$ cat src/rtl/pbus_pkg.sv
package pbus_pkg;

    parameter int WORD_W = 32;
    parameter int ON_W   = 4;
    parameter int OFF_W  = 6;
    localparam int CYC_W = OFF_W + 1;

    // field positions in the strobe word
    localparam int CS_ON_LSB  = 0;
    localparam int CS_OFF_LSB = 4;
    localparam int WE_ON_LSB  = 10;
    localparam int WE_OFF_LSB = 14;
    localparam int RE_ON_LSB  = 20;
    localparam int RE_OFF_LSB = 24;
    // field positions in the cycle word
    localparam int WCYC_LSB = 0;
    localparam int RCYC_LSB = 6;
    localparam int ACC_LSB  = 22;

    localparam int POL_DC = 0;
    localparam int POL_RE = 1;
    localparam int POL_WE = 2;
    localparam int POL_CS = 3;

    typedef enum logic [1:0] {
        ST_IDLE = 2'd0,
        ST_RUN  = 2'd1,
        ST_FIN  = 2'd2
    } seq_state_t;

    typedef struct packed {
        logic [ON_W-1:0]  cs_on;
        logic [ON_W-1:0]  we_on;
        logic [ON_W-1:0]  re_on;
        logic [OFF_W-1:0] cs_off;
        logic [OFF_W-1:0] we_off;
        logic [OFF_W-1:0] re_off;
        logic [OFF_W-1:0] acc;
        logic [CYC_W-1:0] wcyc;
        logic [CYC_W-1:0] rcyc;
    } tcfg_t;

    // legal image of all-zero words
    localparam tcfg_t RESET_CFG = '{
        cs_on:  '0,
        we_on:  '0,
        re_on:  '0,
        cs_off: OFF_W'(1),
        we_off: OFF_W'(1),
        re_off: OFF_W'(1),
        acc:    OFF_W'(1),
        wcyc:   CYC_W'(1),
        rcyc:   CYC_W'(2)
    };

    function automatic logic [OFF_W-1:0] lift_off(input logic [ON_W-1:0] on_t,
                                                  input logic [OFF_W-1:0] off_t);
        if (off_t <= OFF_W'(on_t))
            return OFF_W'(on_t) + OFF_W'(1);
        return off_t;
    endfunction

    function automatic logic [OFF_W-1:0] max_off(input logic [OFF_W-1:0] a,
                                                 input logic [OFF_W-1:0] b);
        return (a > b) ? a : b;
    endfunction

    function automatic logic [CYC_W-1:0] max_cyc(input logic [CYC_W-1:0] a,
                                                 input logic [CYC_W-1:0] b);
        return (a > b) ? a : b;
    endfunction

endpackage

$ cat src/rtl/pbus_legalize.sv
module pbus_legalize
    import pbus_pkg::*;
(
    input  logic [WORD_W-1:0] onoff_word,
    input  logic [WORD_W-1:0] cycle_word,
    output tcfg_t             legal,
    output logic              adjusted
);

    logic [ON_W-1:0]  r_cs_on, r_we_on, r_re_on;
    logic [OFF_W-1:0] r_cs_off, r_we_off, r_re_off, r_acc, r_wcyc, r_rcyc;
    logic [OFF_W-1:0] we_off_l, re_off_l, cs_off_a, cs_off_l, acc_l;
    logic [CYC_W-1:0] wcyc_l, rcyc_l;
    logic             unused_bits;

    assign r_cs_on  = onoff_word[CS_ON_LSB  +: ON_W];
    assign r_cs_off = onoff_word[CS_OFF_LSB +: OFF_W];
    assign r_we_on  = onoff_word[WE_ON_LSB  +: ON_W];
    assign r_we_off = onoff_word[WE_OFF_LSB +: OFF_W];
    assign r_re_on  = onoff_word[RE_ON_LSB  +: ON_W];
    assign r_re_off = onoff_word[RE_OFF_LSB +: OFF_W];
    assign r_wcyc   = cycle_word[WCYC_LSB +: OFF_W];
    assign r_rcyc   = cycle_word[RCYC_LSB +: OFF_W];
    assign r_acc    = cycle_word[ACC_LSB  +: OFF_W];

    assign unused_bits = ^{onoff_word[WORD_W-1:RE_OFF_LSB+OFF_W],
                           cycle_word[WORD_W-1:ACC_LSB+OFF_W],
                           cycle_word[ACC_LSB-1:RCYC_LSB+OFF_W]};

    always_comb begin
        we_off_l = lift_off(r_we_on, r_we_off);
        re_off_l = lift_off(r_re_on, r_re_off);
        cs_off_a = lift_off(r_cs_on, r_cs_off);
        cs_off_l = max_off(cs_off_a, max_off(we_off_l, re_off_l));
        acc_l    = lift_off(r_re_on, r_acc);
        wcyc_l   = max_cyc(CYC_W'(r_wcyc),
                           max_cyc(CYC_W'(we_off_l), CYC_W'(cs_off_l)));
        rcyc_l   = max_cyc(max_cyc(CYC_W'(r_rcyc), CYC_W'(re_off_l)),
                           max_cyc(CYC_W'(cs_off_l), CYC_W'(acc_l) + CYC_W'(1)));
    end

    always_comb begin
        legal.cs_on  = r_cs_on;
        legal.we_on  = r_we_on;
        legal.re_on  = r_re_on;
        legal.cs_off = cs_off_l;
        legal.we_off = we_off_l;
        legal.re_off = re_off_l;
        legal.acc    = acc_l;
        legal.wcyc   = wcyc_l;
        legal.rcyc   = rcyc_l;
        adjusted = (we_off_l != r_we_off) || (re_off_l != r_re_off) ||
                   (cs_off_l != r_cs_off) || (acc_l != r_acc) ||
                   (wcyc_l != CYC_W'(r_wcyc)) || (rcyc_l != CYC_W'(r_rcyc));
    end

endmodule

$ cat src/rtl/pbus_cfg_regs.sv
module pbus_cfg_regs
    import pbus_pkg::*;
(
    input  logic        clk,
    input  logic        rst_n,
    input  logic        load_en,
    input  tcfg_t       legal_in,
    input  logic        adj_in,
    input  logic        coarse_in,
    input  logic [3:0]  pol_in,
    output tcfg_t       cfg_q,
    output logic        adj_q,
    output logic        coarse_q,
    output logic [3:0]  pol_q
);

    always_ff @(posedge clk or negedge rst_n) begin
        if (!rst_n) begin
            cfg_q    <= RESET_CFG;
            adj_q    <= 1'b0;
            coarse_q <= 1'b0;
            pol_q    <= '0;
        end else if (load_en) begin
            cfg_q    <= legal_in;
            adj_q    <= adj_in;
            coarse_q <= coarse_in;
            pol_q    <= pol_in;
        end
    end

endmodule

$ cat src/rtl/pbus_ticker.sv
module pbus_ticker
    import pbus_pkg::*;
(
    input  logic             clk,
    input  logic             rst_n,
    input  logic             clear,
    input  logic             run,
    input  logic             coarse,
    output logic [CYC_W-1:0] tick,
    output logic             tick_end,
    output logic             first_clk
);

    logic phase;

    assign tick_end  = run && (!coarse || phase);
    assign first_clk = !phase;

    always_ff @(posedge clk or negedge rst_n) begin
        if (!rst_n) begin
            tick  <= '0;
            phase <= 1'b0;
        end else if (clear) begin
            tick  <= '0;
            phase <= 1'b0;
        end else if (run) begin
            if (tick_end)
                tick <= tick + CYC_W'(1);
            phase <= coarse ? !phase : 1'b0;
        end
    end

endmodule

$ cat src/rtl/pbus_cycgen.sv
module pbus_cycgen
    import pbus_pkg::*;
#(
    parameter int DATA_W = 16
) (
    input  logic              clk,
    input  logic              rst_n,
    input  logic              cfg_load,
    input  logic [WORD_W-1:0] cfg_onoff,
    input  logic [WORD_W-1:0] cfg_cycle,
    input  logic              cfg_coarse,
    input  logic [3:0]        cfg_pol,
    input  logic              req_valid,
    input  logic              req_read,
    input  logic              req_dc,
    input  logic [DATA_W-1:0] req_wdata,
    input  logic [DATA_W-1:0] bus_din,
    output logic              bus_cs,
    output logic              bus_we,
    output logic              bus_re,
    output logic              bus_dc,
    output logic              bus_oe,
    output logic [DATA_W-1:0] bus_dout,
    output logic              busy,
    output logic              done,
    output logic [DATA_W-1:0] rd_data,
    output logic              adj_flag
);

    seq_state_t       state, state_nx;
    tcfg_t            legal_w, cfg;
    logic             adj_w, coarse_q;
    logic [3:0]       pol_q;
    logic             accept, load_en;
    logic [CYC_W-1:0] tick, cyc_len;
    logic             tick_end, first_clk, last_tick, in_run;
    logic             cur_read, cur_dc;
    logic [DATA_W-1:0] cur_wdata, rd_q;
    logic             cs_act, we_act, re_act;

    assign accept  = (state == ST_IDLE) && req_valid;
    assign load_en = (state == ST_IDLE) && cfg_load;
    assign in_run  = (state == ST_RUN);

    pbus_legalize u_legal (
        .onoff_word (cfg_onoff),
        .cycle_word (cfg_cycle),
        .legal      (legal_w),
        .adjusted   (adj_w)
    );

    pbus_cfg_regs u_regs (
        .clk       (clk),
        .rst_n     (rst_n),
        .load_en   (load_en),
        .legal_in  (legal_w),
        .adj_in    (adj_w),
        .coarse_in (cfg_coarse),
        .pol_in    (cfg_pol),
        .cfg_q     (cfg),
        .adj_q     (adj_flag),
        .coarse_q  (coarse_q),
        .pol_q     (pol_q)
    );

    pbus_ticker u_tick (
        .clk       (clk),
        .rst_n     (rst_n),
        .clear     (accept),
        .run       (in_run),
        .coarse    (coarse_q),
        .tick      (tick),
        .tick_end  (tick_end),
        .first_clk (first_clk)
    );

    assign cyc_len   = cur_read ? cfg.rcyc : cfg.wcyc;
    assign last_tick = tick_end && (tick == cyc_len - CYC_W'(1));

    // next-state logic
    always_comb begin
        state_nx = state;
        unique case (state)
            ST_IDLE: if (req_valid) state_nx = ST_RUN;
            ST_RUN:  if (last_tick) state_nx = ST_FIN;
            ST_FIN:  state_nx = ST_IDLE;
            default: state_nx = ST_IDLE;
        endcase
    end

    // state register and request latch
    always_ff @(posedge clk or negedge rst_n) begin
        if (!rst_n) begin
            state     <= ST_IDLE;
            cur_read  <= 1'b0;
            cur_dc    <= 1'b0;
            cur_wdata <= '0;
        end else begin
            state <= state_nx;
            if (accept) begin
                cur_read  <= req_read;
                cur_dc    <= req_dc;
                cur_wdata <= req_wdata;
            end
        end
    end

    // read capture at the first clock of the access tick
    always_ff @(posedge clk or negedge rst_n) begin
        if (!rst_n)
            rd_q <= '0;
        else if (in_run && cur_read && first_clk && (tick == CYC_W'(cfg.acc)))
            rd_q <= bus_din;
    end

    // outputs
    always_comb begin
        cs_act = in_run && (tick >= CYC_W'(cfg.cs_on)) && (tick < CYC_W'(cfg.cs_off));
        we_act = in_run && !cur_read &&
                 (tick >= CYC_W'(cfg.we_on)) && (tick < CYC_W'(cfg.we_off));
        re_act = in_run && cur_read &&
                 (tick >= CYC_W'(cfg.re_on)) && (tick < CYC_W'(cfg.re_off));
        bus_cs   = cs_act ^ !pol_q[POL_CS];
        bus_we   = we_act ^ !pol_q[POL_WE];
        bus_re   = re_act ^ !pol_q[POL_RE];
        bus_dc   = cur_dc ^ pol_q[POL_DC];
        bus_oe   = in_run && !cur_read;
        bus_dout = cur_wdata;
        busy     = (state != ST_IDLE);
        done     = (state == ST_FIN);
        rd_data  = rd_q;
    end

endmodule

$ cat config.mk
export PLATFORM = sky130hd
export DESIGN_NAME = pbus_cycgen
export DESIGN_NICKNAME = d
export VERILOG_FILES = /design/src/rtl/pbus_pkg.sv /design/src/rtl/pbus_legalize.sv /design/src/rtl/pbus_cfg_regs.sv /design/src/rtl/pbus_ticker.sv /design/src/rtl/pbus_cycgen.sv
export SDC_FILE = /design/constraint.sdc
export NUM_CORES = 1
export LEC_CHECK = 0
export BUFFER_PORTS_ARGS = -buffer_cell sky130_fd_sc_hd__buf_2
export CAP_MARGIN = 20
export CORE_MARGIN = 8
export CORE_UTILIZATION = 54
export DETAILED_ROUTE_END_ITERATION = 6
export PLACE_DENSITY_LB_ADDON = 0.2
export SYNTH_ARGS = -nofsm -noshare
export SYNTH_HDL_FRONTEND = slang
export SYNTH_SLANG_ARGS = --single-unit
export TNS_END_PERCENT = 10
$ cat constraint.sdc
create_clock -name clk -period 2.6 [get_ports clk]
set_input_delay 0.52 -clock clk [delete_from_list [all_inputs] [get_ports clk]]
set_output_delay 0.52 -clock clk [all_outputs]
set_load 0.01 [all_outputs]
Word level (Yosys, flattened, before mapping) --
Index checks and enable logic that the tools add are counted.
Word-level totals: input port bits 107, bits in registers 100, logic and storage cells 119
Cells by class: muxes and demuxes 29, bitwise logic cells 4, add/sub/neg operators 6, reduce and logical (&&, ||, !) cells 32, equal/unequal tests 12, $lt $le $gt $ge 17
Operators by type and width (count):
- two-way mux 6 bit | 12
- two-way mux 7 bit | 7
- greater-than comparator 6 bit | 4
- less-or-equal comparator 6 x 4 -> 1 bit | 4
- != test 6 bit | 4
- >= comparator 7 x 4 -> 1 bit | 3
- less-than comparator 7 x 6 -> 1 bit | 3
- adder 4 x 1 -> 5 bit, second input constant | 3
- greater-than comparator 6 x 7 -> 1 bit | 2
- logical AND 1 bit | 14
- != test 7 x 6 -> 1 bit | 2
- adder 6 x 1 -> 7 bit, second input constant | 1
- adder 7 x 1 -> 7 bit, second input constant | 1
- equality test 7 x 6 -> 1 bit | 1
- equality test 7 bit | 1
- greater-than comparator 7 bit | 1
- two-way mux 1 bit | 7
- subtractor 7 x 1 -> 7 bit, second input constant | 1
- zero test 1 bit | 6
- logical OR 1 bit | 6
- nonzero test 2 bit | 3
- two-way mux 2 bit | 2
- != test 2 bit, second input constant | 2
- one-hot mux 2 bit (2 select lines) | 1
- other kinds (5) | 9

Depth between registers and ports, before layout --
Gate-level depths: netlist (run 1).
depth in word-level cells 14, gate-level depth with buffers 47, gate-level depth less buffers 44

Cells and area by module --
Synthesis (run 1) repeated with hierarchy kept, for this count alone.
Unflattened totals: cells, all modules 892, area total of the unflattened synthesis 8713.4 um^2
By module, submodules not included:
- pbus_legalize | cells each 503, area an instance 3498.4 um^2, seq. area each 0.0 um^2, times used 1
- pbus_cycgen | cells each 228, area an instance 2546.2 um^2, seq. area each 900.9 um^2, times used 1
- pbus_cfg_regs | cells each 118, area an instance 2250.9 um^2, seq. area each 1408.9 um^2, times used 1
- pbus_ticker | cells each 43, area an instance 417.9 um^2, seq. area each 200.2 um^2, times used 1

Worst setup path after synthesis (run 1) --
OpenSTA, ideal clock, no wires.
kind input port to flip-flop, start point in cfg_onoff[13], end point reg u_regs.adj_q, library setup time 0.084 ns, setup slack -6.231 ns, cell stages on the path 43, buffers on the path 3, data arrival time 8.747 ns, path through clkbuf_1 -> inv_1 -> ha_1 -> a2111oi_4 -> a21oi_2 -> mux2i_1 -> inv_1 -> ha_1 -> nand2_1 -> o21ai_0 -> and2_1 -> o21ai_1 -> a21oi_4 -> mux2i_1 -> ha_1 -> o21ai_0 -> a21oi_1 -> o41ai_2 -> [... 7 more ...] -> a21oi_1 -> and2_1 -> clkbuf_1 -> o21ai_0 -> o32a_1 -> ha_1 -> o21ai_0 -> a21oi_1 -> nor4_1 -> nor3_1 -> clkbuf_1 -> inv_1 -> o32ai_1 -> nor4_1 -> o311ai_0 -> nor4_1 -> and4b_1 -> a41oi_2
RTL lines:
- start: declaration | RTL line pbus_cycgen.sv:9 | input logic [WORD_W-1:0] cfg_onoff,
- end signal: assignment | RTL line pbus_cfg_regs.sv:25 | adj_q <= adj_in;
- end: declaration | RTL line pbus_cfg_regs.sv:12 | output logic adj_q,

==> results of run 1 <==
## final timing paths
path                                                    from                            to  slack (ns)
worst min-delay path                                   rst_n  u_regs.cfg_q[27]$_DFFE_PN0P_        0.15
max in group asynchronous                              rst_n   u_regs.cfg_q[7]$_DFFE_PN1P_        1.75
worst max register to register          state[1]$_DFFE_PN0P_      u_regs.adj_q$_DFFE_PN0P_        0.15
worst min register to register  u_regs.cfg_q[32]$_DFFE_PN1P_  u_regs.cfg_q[32]$_DFFE_PN1P_        0.48
min in group clk                                  bus_din[9]        rd_data[9]$_DFFE_PN0P_        0.40
worst max-delay path                           cfg_onoff[21]      u_regs.adj_q$_DFFE_PN0P_       -5.38
## power by group through the flow
stage | combinational [mW] | sequential (mW) | clock, mW
floorplan | 3.86 | 2.78 | 0
global placement | 6.41 | 2.68 | 0
detailed placement | 6.57 | 2.72 | 0
CTS | 7.00 | 2.70 | 1.32
global route | 8.52 | 2.79 | 1.38
finish | 7.86 | 2.71 | 1.32
## sequential cells by signal (all words and copies together), names as in the netlist
| register | count |
|---|---|
| state | 2 |
| u_tick.phase | 1 |
| cur_dc | 1 |
| u_regs.adj_q | 1 |
| cur_read | 1 |
| u_regs.coarse_q | 1 |
| u_regs.cfg_q | 49 |
| rd_data | 16 |
| bus_dout | 16 |
| u_regs.pol_q | 4 |
| u_tick.tick | 7 |
## kinds of logic (layout without fill, tap and decap cells)
kind of cell | Yosys count | after routing | synth area share
muxes | 79 | 79 | 0.107
AOI/OAI and AO/OA | 223 | 223 | 0.181
buffers and inverters | 115 | 496 | 0.0538
adders and majority gates | 89 | 89 | 0.136
DFF | 99 | 99 | 0.305
and+or+nand+nor | 254 | 254 | 0.153
xor gates and xnor gates | 57 | 57 | 0.0646
## per-layer routing
| layer | track usage | part of all wire |
|---|---|---|
| met3 | 0.0499 | 0.068 |
| met4 | 0.149 | 0.044 |
| met2 | 0.485 | 0.48 |
| met5 | 0 | 0 |
| met1 | 0.346 | 0.40 |
## cell usage in the layout (no fill, tap or decap), types with 6 or more instances in the layout
master and count:
buf_4 266, buf_2 126, dfrtp_1 93, nand2_1 75
ha_1 72, inv_1 63, o21ai_0 55, mux2_2 51
nor2_1 48, xnor2_1 32, a21oi_1 25, xor2_1 23
nand3_1 20, nand4_1 16, mux2i_1 15, ha_4 14
nor2b_1 13, a21oi_2 13, o21ai_2 12, nand2b_1 12
inv_2 10, o21ai_1 10, a21o_1 9, o22ai_1 9
clkbuf_16 9, or3_1 8, o211ai_1 7, buf_6 7
a21oi_4 6, and3_1 6, nor3_1 6, dfstp_2 6
## stage by stage
stage | power [mW] | hold WS [ns] | cells
2_1_floorplan | 6.64 | 0.224 | 916
3_3_place_gp | 9.09 | 0.462 | 1440
3_5_place_dp | 9.29 | 0.471 | 1440
4_1_cts | 11.0 | 0.163 | 1472
5_1_grt | 12.7 | 0.183 | 1485
6_report | 11.9 | 0.149 | 1485
## worst max-delay path, delay by kind of cell
kind                       cells  cell delay [ns]
and+or+nand+nor               13             2.03
buffers and inverters          6             0.70
adders and majority gates      5             1.27
AOI/OAI and AO/OA             17             3.14
muxes                          2             0.58
## timing repair
| item | CTS | global route |
|---|---|---|
| buffers inserted | 18 | 13 |
| pin swaps | 41 | 53 |
| gates resized for setup | 54 | 93 |
| setup endpoints to repair | 23 | 24 |
## final cells by class
class	instances	area [µm²]
Clock buffer	10	239
Inverter	77	300
Sequential cell	99	2480
Timing Repair Buffer	403	2780
Tap cell	188	235
Multi-Input combinational cell	702	6070
Clock inverter	6	56.3
Fill cell	980	2820
==> impl_metrics.toml, run 1 <==
[placed_design]
hpwl_um = 22300
dp_slack_ns = -6.09
numPortBuffers = 130
placed_area_um2 = 11000
routabilityCongestion = 1.03

[final_layout]
fin_area_um2 = 12200
drive_gt1_frac = 0.473
nets = 1488
fin_util = 0.812
syn2layout_area_growth_pct = 49.0
diodes = 0

[synth]
synth_top_area_frac = 0.285
yosysSeqAreaShare = 0.305
synth_edf_count = 0
synth-seq-cells = 99
ys_warn_count = 0
synth_nets = 1112
yosys-top-cells-area = "dfrtp_1 29%, ha_1 14%, mux2_2 7.5%"
syn_inst = 916
ys_types = 77
synth_area_um2 = 8160
yosysMostFrequentCell = "dfrtp_1"
async_reset_ff_frac = 1.00
syn_avg_cell_area_um2 = 8.91
synthFlopType = "dfrtp_1"
yosysTopAreaCell = "dfrtp_1"
yosys-top-cells-count = "93 x dfrtp_1, 89 x ha_1, 79 x nand2_1"

[pwr]
p_clk_frac = 0.111
peakVddDrop_mv = 0.566
p_int_mw = 6.83
switching_share = 0.425
combinationalPowerShare = 0.661
power.share.sequential = 0.228
p_leak_nw = 5.83
p_switching_mw = 5.06
powerDensity_nw_per_um2 = 978

[worst_setup_path]
max_stage_delay_ns = 0.42
crit_slowest_cell = "or3_4"
critPathRequiredTime_ns = 2.87
crit_path_start_kind = "input pin"
crit_type = "in -> reg"
crit_top_cell = "ha_4"
crit_fanout = 6
cp-end-kind = "flip-flop"
arrival_ns = 8.26
ff2ff_path_depth = 11

[global_route]
overflow = 0
grt_util_all_layers = 0.287
grt_pass1_wl_um = 44400
antenna_found_initial = 0
grt_pass1_vias = 8435
grt_max_degree = 37

[clocking]
cts_tree = "yes"
cts_buffer_depth = 2
cts_root_buf = "clkbuf_16"
cts_buffers = 9
cts.sinks = 99
insertion_delay_ns = 0.35
path_clk_slew_ns = 0.07
cts_hold_buf = 0
ctsHtreeMaxLevel = 3

[detailed_routing]
vias_per_cell = 5.78
initialDrtViolationCount = 522
drt-total-wl_um = 29500
vias = 8579
route.detailed.drc = 0
drtAntennaViolNets = 0
wl_per_cell_um = 19.9
first_pass_iters = 5

[sta]
hold_viol = 0
fmax_ghz = 0.125
period_needed_ns = 7.98
finClkSkew_ns = 0.00861
finalCritPeriodShare = 3.07
worstMarginPinSlew_ns = 0.549
fin_ws_ns = -5.38
report.final.slew_viol_count = 0
maxSlewHeadroom = 0.634
tns_ns = -79.43
grt_setup_unrepaired = "true"
setup_viol = 23

[floorplanning]
die_w_um = 139
die_area_um2 = 19300
initial_core_util = 0.545
die_y_um = 139
pin_count = 147
std_cell_rows = 45
core_area_um2 = 15000

[status]
violations = "negative setup slack"
status = "finished with violations"

[job]
maxCapViolations = 0

[min_path]
hold_class = "in -> async"
No activity file was read; power rests on OpenSTA's default activity.
==> run 2, diff against run 1 <==
CORE_UTILIZATION = 40   (was 54)
SLEW_MARGIN = 30   (was unset)
==> run 2 against run 1 <==
The run still ends with negative setup slack left. Sequential power is essentially flat. Highest routed layer unchanged. Global-route usage decreased by 7.3 points. Core utilization shrank 21 points. Fmax increased by 0.20%. Clock skew up 0.0019 ns. Via count is 4.7% lower.
==> impl_metrics.toml, run 2 (synthesized netlist as in run 1, its figures left out) <==
[final_layout]
layoutNonFillerInstCount = 1577
drive_gt1_frac = 0.460
nFillCells = 1775
largest-register = "u_regs.cfg_q"
syn2layout_area_growth_pct = 49.2
nets = 1498
final_common_cell = "buf_4"
seq_area_um2 = 2480
largest_reg_flops = 49
layout_common_cells = "269 x buf_4, 126 x buf_2, 93 x dfrtp_1"
diodes = 0
multi_input_area_um2 = 5880

[clocking]
cts_tree = "yes"
cts_hold_buf = 0
ctsHtreeMaxLevel = 3
cts.sinks = 99
cts_buffer_depth = 2
cts_root_buf = "clkbuf_16"
cts_buffers = 9
path_clk_slew_ns = 0.08
insertion_delay_ns = 0.35

[pwr]
p_leak_nw = 5.87
peakVddDrop_mv = 0.437
powerDensity_nw_per_um2 = 927
power.total_mw = 11.3

[global_route]
grt_pass1_vias = 8574
overflow = 0
grt_max_degree = 48
grt_pass1_wl_um = 44000
grt_util_all_layers = 0.214
antenna_found_initial = 0

[sta]
worstMarginPinSlew_ns = 0.628
finalCritPeriodShare = 3.06
finClkSkew_ns = 0.0105
tns_ns = -78.90
fmax_ghz = 0.126
setup_viol = 23
period_needed_ns = 7.97
maxSlewHeadroom = 0.581
report.final.slew_viol_count = 0
hold_viol = 0
fin_ws_ns = -5.37
grt_setup_unrepaired = "true"

[worst_setup_path]
crit_slowest_cell = "or3_4"
r2r_end = "u_regs.adj_q$_DFFE_PN0P_"
critPathRequiredTime_ns = 2.82
crit_type = "in -> reg"
crit_family = "simple AND/OR/NAND/NOR gates"
crit_path_start_kind = "input pin"
cp.depth = 46
crit_start = "cfg_onoff[11]"
worst-path-buf-inv = 10
r2r_slack_ns = 0.07
crit_fanout = 8
arrival_ns = 8.19
ff2ff_path_depth = 11
max_stage_delay_ns = 0.41
cp-end-kind = "flip-flop"
crit_end = "u_regs.adj_q$_DFFE_PN0P_"
r2r-start = "state[0]$_DFFE_PN0P_"

[min_path]
hold_class = "in -> async"

[status]
status = "finished with violations"
violations = "negative setup slack"

[detailed_routing]
first_pass_iters = 5
vias = 8174
drtAntennaViolNets = 0
initialDrtViolationCount = 463
drt-total-wl_um = 27200
route.detailed.drc = 0
wl_per_cell_um = 17.3
vias_per_cell = 5.18

[floorplanning]
die_y_um = 159
initial_core_util = 0.406
core_area_um2 = 20100
die_w_um = 159
die_area_um2 = 25200
pin_count = 147
std_cell_rows = 52

[placed_design]
routabilityCongestion = 0.941
hpwl_um = 22200
numPortBuffers = 130
placed_cells = 1526
dp_slack_ns = -6.06

[job]
maxCapViolations = 0
run 2: power by group:
group	internal [mW]	switching, mW	leakage [nW]
sequential	2.28	0.397	1.20
combinational	3.70	3.62	4.53
clock	0.676	0.623	0.143
run 2: timing repair:
action / CTS / global route
setup buffers: 28 / 13
pin swaps: 45 / 20
endpoints found under the setup margin: 23 / 23
resized for setup: 85 / 47
run 2: area by class of cell:
class | count | share of cell area
clock inverters | 7 | 0.00545
flip-flops and latches | 99 | 0.204
repair buffers | 413 | 0.237
multi-input cells | 702 | 0.483
inverters | 77 | 0.0249
clock buffers | 9 | 0.0185
well taps | 270 | 0.0277
run 2: layer usage:
metal	track usage	up-vias	routed length [µm]	share of wire
li1	-	4067	-	-
met1	0.261	3816	11800	0.43
met2	0.368	237	12800	0.47
met3	0.0390	54	1570	0.058
met4	0.0831	0	1010	0.037
met5	0	-	0	0
run 2: worst min-delay path by stage:
stage,startpoint,end,slack [ns]
after floorplan,rst_n,bus_dout[0]$_DFFE_PN0P_,0.22
after global placement,u_regs.cfg_q[24]$_DFFE_PN0P_,u_regs.cfg_q[24]$_DFFE_PN0P_,0.46
after detailed placement,u_regs.cfg_q[36]$_DFFE_PN0P_,u_regs.cfg_q[36]$_DFFE_PN0P_,0.47
after CTS,rst_n,bus_dout[7]$_DFFE_PN0P_,0.21
after global routing,rst_n,bus_dout[11]$_DFFE_PN0P_,0.22
final,rst_n,bus_dout[7]$_DFFE_PN0P_,0.19
run 2: stage by stage:
| stage | instance area [µm²] | util | hold WS (ns) |
|---|---|---|---|
| 6_report | 12200 | 0.606 | 0.187 |
| 5_1_grt | 12200 | 0.606 | 0.222 |
| 4_1_cts | 12000 | 0.595 | 0.207 |
| 3_5_place_dp | 11100 | 0.553 | 0.471 |
| 3_3_place_gp | 11100 | 0.553 | 0.462 |
| 2_1_floorplan | 8440 | - | 0.224 |
==> run 3, diff against run 2 <==
RECOVER_POWER = 50   (was unset)
SETUP_SLACK_MARGIN = 0.3   (was unset)
==> run 3 against run 2 <==
The run still ends with negative setup slack left. Cell area is 0.82% lower. Fmax decreased by 0.69%. Sequential share of layout area grew 0.18 points. Clock power about the same. Clock skew about the same. Global-route usage is essentially flat. Total power down 0.35%. First-iteration DRC count rose by 8.0%. Die area stayed put. Largest cell class unchanged. Highest routed layer unchanged.
==> impl_metrics.toml, run 3 (synthesized netlist as in run 1, its figures left out) <==
[status]
status = "finished with violations"
violations = "negative setup slack"

[clocking]
cts_buffers = 9
path_clk_slew_ns = 0.08
cts_buffer_depth = 2
cts_tree = "yes"
cts_root_buf = "clkbuf_16"
cts.sinks = 99
cts_hold_buf = 0
insertion_delay_ns = 0.35
ctsHtreeMaxLevel = 3

[sta]
worstMarginPinSlew_ns = 1.19
period_needed_ns = 8.02
setup_viol = 23
finClkSkew_ns = 0.0104
fin_ws_ns = -5.42
hold_viol = 0
maxSlewHeadroom = 0.209
hold_ws_ns = 0.398
finalCritPeriodShare = 3.09
report.final.slew_viol_count = 0
grt_setup_unrepaired = "true"
fmax_ghz = 0.125

[floorplanning]
core_area_um2 = 20100
std_cell_rows = 52
pin_count = 147
die_y_um = 159
die_area_um2 = 25200
die_w_um = 159
initial_core_util = 0.406

[global_route]
grt_util_all_layers = 0.214
grt_pass1_wl_um = 44000
grt_most_used_layer = "met2"
use_met2 = 0.366
grt_pass1_vias = 8578
use_met1 = 0.262
antenna_found_initial = 0
overflow = 0
gr-usage-met3 = 0.0396
grt_max_degree = 48

[job]
maxCapViolations = 0

[placed_design]
hpwl_um = 22200
placed_cells = 1526
routabilityCongestion = 0.941
numPortBuffers = 130

[final_layout]
layout_common_cells = "258 x buf_4, 120 x buf_2, 92 x dfrtp_1"
final_common_cell = "buf_4"
diodes = 0
nets = 1493
nFillCells = 1783
layoutNonFillerInstCount = 1572
largest-register = "u_regs.cfg_q"
syn2layout_area_growth_pct = 48.0
largest_reg_flops = 49
drive_gt1_frac = 0.452

[worst_setup_path]
cp-end-kind = "flip-flop"
crit_path_start_kind = "input pin"
crit_slowest_cell = "or3_4"
arrival_ns = 8.24
crit_top_cell = "buf_4"
crit_fanout = 8
max_stage_delay_ns = 0.42
crit_type = "in -> reg"
critPathRequiredTime_ns = 2.82

[detailed_routing]
vias_per_cell = 5.18
vias = 8145
route.detailed.drc = 0
drtAntennaViolNets = 0
wl_per_cell_um = 17.2
first_pass_iters = 5
initialDrtViolationCount = 500
drt-total-wl_um = 27100

[pwr]
p_leak_nw = 5.79
peakVddDrop_mv = 0.438
powerDensity_nw_per_um2 = 932

[min_path]
hold_class = "in -> reg"
-- run 3: layout make-up --
class	count	area, µm²	area share
clock inverters	7	66.3	0.00549
flip-flops and latches	99	2490	0.206
multi-input cells	702	5840	0.484
repair buffers	408	2820	0.234
well taps	270	338	0.0280
inverters	77	300	0.0249
clock buffers	9	225	0.0186
-- run 3: worst paths after layout --
check / slack [ns] / end / startpoint / cells after the start
worst min-delay path: 0.40 / rd_data[5]$_DFFE_PN0P_ / bus_din[5] / 2
min in group asynchronous: 0.41 / bus_dout[11]$_DFFE_PN0P_ / rst_n / 1
worst max register to register: 0.09 / u_regs.adj_q$_DFFE_PN0P_ / state[0]$_DFFE_PN0P_ / 11
worst max-delay path: -5.42 / u_regs.adj_q$_DFFE_PN0P_ / cfg_onoff[11] / 46
worst min register to register: 0.48 / u_regs.cfg_q[28]$_DFFE_PN0P_ / u_regs.cfg_q[28]$_DFFE_PN0P_ / 2
max in group asynchronous: 0.59 / cur_read$_DFFE_PN0P_ / rst_n / 2
-- run 3: power breakdown --
group / total [mW] / switching (mW) / internal (mW)
Clock: 1.30 / 0.622 / 0.676
Sequential: 2.70 / 0.421 / 2.28
Combinational: 7.25 / 3.58 / 3.67
-- run 3: metal layers --
layer | vias to the layer above | part of all wire
met2 | 232 | 0.47
met1 | 3801 | 0.44
li1 | 4063 | -
met4 | 0 | 0.034
met5 | - | 0
met3 | 49 | 0.051
-- run 3: what timing repair did --
item | in CTS | in global routing
gates resized for setup | 91 | 26
pin swaps | 42 | 6
setup endpoints to repair | 25 | 26
setup buffers | 27 | 3
-- run 3: critical path: cells and delay by family --
kind,cells,cell delay (ns)
and+or+nand+nor,13,2.27
buffers and inverters,10,1.12
AOI/OAI and AO/OA,17,2.76
muxes,1,0.30
adders and majority gates,5,1.24
-- run 3: metrics by stage --
stage	cell area, µm²	TNS (ns)	setup WS [ns]	power, mW	util
2_1_floorplan	8440	-80.07	-5.49	6.64	-
3_3_place_gp	11100	-87.16	-5.90	9.11	0.553
3_5_place_dp	11100	-89.41	-6.06	9.25	0.553
4_1_cts	12000	-77.71	-5.24	11.2	0.596
5_1_grt	12100	-88.30	-5.86	12.3	0.601
6_report	12100	-80.72	-5.42	11.3	0.601
